--- config.mk ---
export PLATFORM = sky130hd
export DESIGN_NAME = slp_wake_ctrl
export DESIGN_NICKNAME = d
export VERILOG_FILES = /design/src/rtl/slp_pkg.sv /design/src/rtl/slp_wake_arbiter.sv /design/src/rtl/slp_ost_counter.sv /design/src/rtl/slp_status_bits.sv /design/src/rtl/slp_wake_ctrl.sv
export SDC_FILE = /design/constraint.sdc
export NUM_CORES = 1
export LEC_CHECK = 0
export BUFFER_PORTS_ARGS = -buffer_cell sky130_fd_sc_hd__buf_2
export CORE_ASPECT_RATIO = 0.8
export CORE_UTILIZATION = 35
export CTS_BUF_LIST = sky130_fd_sc_hd__clkbuf_4 sky130_fd_sc_hd__clkbuf_8
export DETAILED_ROUTE_END_ITERATION = 8
export GPL_TIMING_DRIVEN = 1
export MAX_ROUTING_LAYER = met4
export PLACE_DENSITY = 0.54
export SLEW_MARGIN = 20
export SYNTH_ARGS = -nofsm -noshare
export SYNTH_HDL_FRONTEND = slang
export SYNTH_HIERARCHICAL = 1
export SYNTH_SLANG_ARGS = --single-unit
--- constraint.sdc ---
create_clock -name clk -period 5 [get_ports clk]
set_clock_uncertainty 0.1 [all_clocks]
set_input_delay 1 -clock clk [delete_from_list [all_inputs] [get_ports clk]]
set_output_delay 1 -clock clk [all_outputs]
set_load 0.05 [all_outputs]
--- src/rtl/slp_pkg.sv ---
package slp_pkg;

    typedef enum logic [1:0] {
        ST_RUN   = 2'd0,
        ST_SLEEP = 2'd1,
        ST_OST   = 2'd2,
        ST_POST  = 2'd3
    } slp_state_e;

    typedef enum logic [1:0] {
        WK_NONE = 2'd0,
        WK_IRQ  = 2'd1,
        WK_WDT  = 2'd2,
        WK_EXT  = 2'd3
    } wake_cause_e;

    typedef struct packed {
        logic nosleep;
        logic nowdt;
    } slp_status_t;

    localparam slp_status_t STATUS_POWERUP = '{nosleep: 1'b1, nowdt: 1'b1};

    function automatic slp_state_e wake_target(input logic xtal);
        return xtal ? ST_OST : ST_POST;
    endfunction

    function automatic logic clock_gated(input slp_state_e s);
        return (s == ST_SLEEP) || (s == ST_OST);
    endfunction

endpackage

--- src/rtl/slp_wake_arbiter.sv ---
module slp_wake_arbiter
    import slp_pkg::*;
#(
    parameter int N_IRQ = 4
) (
    input  logic [N_IRQ-1:0] irq_flag,
    input  logic [N_IRQ-1:0] irq_en,
    input  logic             wdt_timeout,
    input  logic             ext_rst,
    output logic             irq_armed,
    output wake_cause_e      cause
);
    logic [N_IRQ-1:0] armed_vec;

    genvar gi;
    generate
        for (gi = 0; gi < N_IRQ; gi++) begin : g_src
            assign armed_vec[gi] = irq_flag[gi] & irq_en[gi];
        end
    endgenerate

    assign irq_armed = |armed_vec;

    always_comb begin
        if (ext_rst)          cause = WK_EXT;
        else if (wdt_timeout) cause = WK_WDT;
        else if (irq_armed)   cause = WK_IRQ;
        else                  cause = WK_NONE;
    end
endmodule

--- src/rtl/slp_ost_counter.sv ---
module slp_ost_counter #(
    parameter int OST_CYCLES = 1024
) (
    input  logic clk,
    input  logic rst,
    input  logic clear,
    input  logic run,
    output logic done
);
    localparam int CW = (OST_CYCLES > 1) ? $clog2(OST_CYCLES) : 1;
    localparam logic [CW-1:0] LAST = CW'(OST_CYCLES - 1);

    logic [CW-1:0] cnt;

    always_ff @(posedge clk) begin
        if (rst || clear) cnt <= '0;
        else if (run)     cnt <= cnt + 1'b1;
    end

    assign done = run && (cnt == LAST);
endmodule

--- src/rtl/slp_status_bits.sv ---
module slp_status_bits
    import slp_pkg::*;
(
    input  logic        clk,
    input  logic        rst,
    input  logic        ext_rst,
    input  logic        enter,
    input  logic        wdt_wake,
    output slp_status_t status
);
    always_ff @(posedge clk) begin
        if (rst || ext_rst) begin
            status <= STATUS_POWERUP;
        end else if (enter) begin
            status.nosleep <= 1'b0;
            status.nowdt   <= 1'b1;
        end else if (wdt_wake) begin
            status.nowdt   <= 1'b0;
        end
    end
endmodule

--- src/rtl/slp_wake_ctrl.sv ---
module slp_wake_ctrl
    import slp_pkg::*;
#(
    parameter int N_IRQ      = 4,
    parameter int OST_CYCLES = 1024
) (
    input  logic             clk,
    input  logic             rst,
    input  logic             sleep_req,
    input  logic [N_IRQ-1:0] irq_flag,
    input  logic [N_IRQ-1:0] irq_en,
    input  logic             gie,
    input  logic             wdt_timeout,
    input  logic             ext_rst,
    input  logic             osc_xtal,
    output logic             clk_en,
    output logic             sleeping,
    output logic             vec_take,
    output logic             wdt_clr,
    output logic             stat_nosleep,
    output logic             stat_nowdt
);
    slp_state_e  state;
    wake_cause_e cause;
    slp_status_t status;
    logic        irq_armed;
    logic        ost_done;
    logic        vec_pend;
    logic        enter;
    logic        wake;
    logic        wdt_wake;

    slp_wake_arbiter #(.N_IRQ(N_IRQ)) u_arb (
        .irq_flag    (irq_flag),
        .irq_en      (irq_en),
        .wdt_timeout (wdt_timeout),
        .ext_rst     (ext_rst),
        .irq_armed   (irq_armed),
        .cause       (cause)
    );

    assign enter    = (state == ST_RUN) && sleep_req && !irq_armed && !ext_rst;
    assign wake     = (state == ST_SLEEP) && (cause == WK_IRQ || cause == WK_WDT);
    assign wdt_wake = (state == ST_SLEEP) && (cause == WK_WDT);

    slp_ost_counter #(.OST_CYCLES(OST_CYCLES)) u_ost (
        .clk   (clk),
        .rst   (rst),
        .clear (enter),
        .run   (state == ST_OST),
        .done  (ost_done)
    );

    slp_status_bits u_stat (
        .clk      (clk),
        .rst      (rst),
        .ext_rst  (ext_rst),
        .enter    (enter),
        .wdt_wake (wdt_wake),
        .status   (status)
    );

    always_ff @(posedge clk) begin
        if (rst) begin
            state    <= ST_RUN;
            vec_pend <= 1'b0;
            vec_take <= 1'b0;
            wdt_clr  <= 1'b0;
        end else begin
            vec_take <= 1'b0;
            wdt_clr  <= 1'b0;
            if (ext_rst) begin
                state    <= ST_RUN;
                vec_pend <= 1'b0;
            end else begin
                unique case (state)
                    ST_RUN: begin
                        if (enter) begin
                            state   <= ST_SLEEP;
                            wdt_clr <= 1'b1;
                        end
                    end
                    ST_SLEEP: begin
                        if (wake) begin
                            vec_pend <= (cause == WK_IRQ) && gie;
                            state    <= wake_target(osc_xtal);
                        end
                    end
                    ST_OST: begin
                        if (ost_done) state <= ST_POST;
                    end
                    ST_POST: begin
                        state    <= ST_RUN;
                        vec_take <= vec_pend;
                        vec_pend <= 1'b0;
                    end
                    default: state <= ST_RUN;
                endcase
            end
        end
    end

    assign sleeping     = clock_gated(state);
    assign clk_en       = !sleeping;
    assign stat_nosleep = status.nosleep;
    assign stat_nowdt   = status.nowdt;
endmodule

==> flow_summary.yaml <==
route:
  dr.pass1.iters: 4
  drt_iter0_markers: 34
  postRouteAntennaNets: 0
  wl_um: 1810
  drc: 0
  routed_via_density: 4.91
  vias: 805
  wire_per_inst_um: 11.0
place:
  dp_cells: 160
  dpl_cell_area_mm2: 0.00108
  dpl_worst_slack_ns: 2.27
  io_buffers: 20
  place_congestion: 0.757
  detailed_place_hpwl_um: 1410
synthesis:
  synth-seq-cells: 17
  yosysUniqueCellTypes: 34
  seq_area_frac_synth: 0.355
  postSynthAreaPerCell_um2: 8.96
  yosys_warnings: 6
  async_flop_share: 0
  synth_edf_count: 0
  ys_top_cells_by_area: "dfxtp_1 (36%), ha_1 (10%), inv_1 (4.3%)"
  synth_top_cell_area_share: 0.355
  postSynthCellCount: 107
  synth_flop_cell: "dfxtp_1"
  synthesis.nets: 130
  syn_area_um2: 958
  yosys.area.top_type: "dfxtp_1"
finish:
  nets: 152
  final_util: 0.439
  fin_cells: 164
  layout_common_cells: "buf_2 (20), dfxtp_1 (17), inv_1 (11), nor2_1 (11), ha_1 (8)"
  final_area_mm2: 0.00111
  n_fill_cell: 277
  area_growth_syn_to_layout_pct: 15.7
  drive_gt1_frac: 0.250
  n_antenna_cell: 0
  final_common_cell: "buf_2"
sta:
  fin_setup_tns_ns: 0
  rsz0062_at_grt: "no"
  max_freq_mhz: 384
  setup_violations: 0
  fin_worst_hold_slack_ns: 0.360
  fin_crit_sh: 0.520
  layout_min_cycle_time_ns: 2.60
  report.final.hold_viol_count: 0
  finalWorstSetupSlack_ns: 2.40
  slew_viol_final: 0
  slew_headroom: 0.757
  worstMarginPinSlew_ns: 0.363
run:
  cap_violations: 0
floorplanning:
  die_h_um: 48.8
  initial_utilization: 0.380
  row_count: 16
  core-area_mm2: 0.00252
  fp.dieW_um: 60.5
  die_area_mm2: 0.00295
  io_pins: 21
hold_path:
  hp-start: "u_stat/status[0]"
  hold_path_class: "reg2reg"
clock_network:
  path_clk_slew_ns: 0.11
  cts-root-buf: "clkbuf_4"
  cts_buffer_depth: 2
  numCtsBuffers: 3
  postCtsHoldBufs: 0
  cts_setup_buffers: 0
  cts_tree: "built"
  post_cts_resized: 0
  htreeDepth: 1
  cts_sinks: 17
  clock_latency_ns: 0.30
setup_path:
  cp_max_fo: 6
  cp-end-kind: "output pin"
  critPathRequiredTime_ns: 3.90
  cp.arrival_ns: 1.50
  worstReg2RegStart: "state[0]"
  path_class: "reg2out"
  start_kind: "flip-flop"
  crit_start: "state[0]"
grt:
  grt_max_degree: 12
  grt_pass1_wl_um: 3040
  gr-usage-all-layers: 0.142
  antenna_found_initial: 0
  grt_overflow: 0
  grt_pass1_vias: 678
power:
  p_per_area_mw_per_mm2: 216
  p_leak_nw: 0.472
  p_total_mw: 0.239
  ir_drop_mv: 0.122
status:
  status: "finished, final reports clean"
## area by class of cell
cell class,count,area (um2),share of cell area
timing repair buffer,20,100,0.0903
tap,36,45.0,0.0406
inverter,11,41.3,0.0372
clock buffer,3,22.5,0.0203
multi-input combinational,76,554,0.500
clock inverter,1,5.00,0.00451
sequential,17,340,0.307
## cell families after synthesis
family          after synthesis  synth area share
flops                        17             0.355
simple gates                 42             0.243
mux                           3            0.0313
buf+inv                      14            0.0666
fa+ha+maj                     8             0.104
xor+xnor                      4            0.0366
compound gates               19             0.163
## sequential cells by signal (all words and copies together) (netlist names)
| signal | count |
|---|---|
| u_ost/cnt | 10 |
| vec_take | 1 |
| u_stat/status | 2 |
| wdt_clr | 1 |
| state | 2 |
| vec_pend | 1 |
## worst max-delay path, stage by stage, from the launching register on
cell	delay (ns)
dfxtp_1	0.45
inv_1	0.12
ha_1	0.33
inv_1	0.06
buf_2	0.25
## report_power, final
| part | leakage (nW) | total [mW] | switching (mW) | internal, mW |
|---|---|---|---|---|
| clock | 0.0177 | 0.0751 | 0.0454 | 0.0298 |
| sequential | 0.137 | 0.137 | 0.000607 | 0.136 |
| combinational | 0.317 | 0.0277 | 0.0155 | 0.0122 |
| total | 0.472 | 0.239 | 0.0615 | 0.178 |
## cell usage after synthesis (4+ instances only)
cell and count:
a21oi_1 4, dfxtp_1 17, ha_1 8, inv_1 11, nand2_1 6, nand3_1 4
nor2_1 11
## metal layers
metal / vias up / global-route usage / part of all wire
met3: 2 / 0.0584 / 0.059
met1: 367 / 0.201 / 0.52
met4: 0 / 0.0379 / 0.0083
li1: 417 / - / -
met5: - / - / 0
met2: 19 / 0.183 / 0.41
## worst paths after layout
kind | to | slack, ns | cells past startpoint
hold reg to reg | u_stat/status[0] | 0.36 | 2
hold / removal | u_stat/status[0] | 0.36 | 2
setup reg to reg | state[1] | 2.75 | 7
setup / recovery | clk_en | 2.40 | 4
Note: power is estimated with default switching activity, not from simulation.
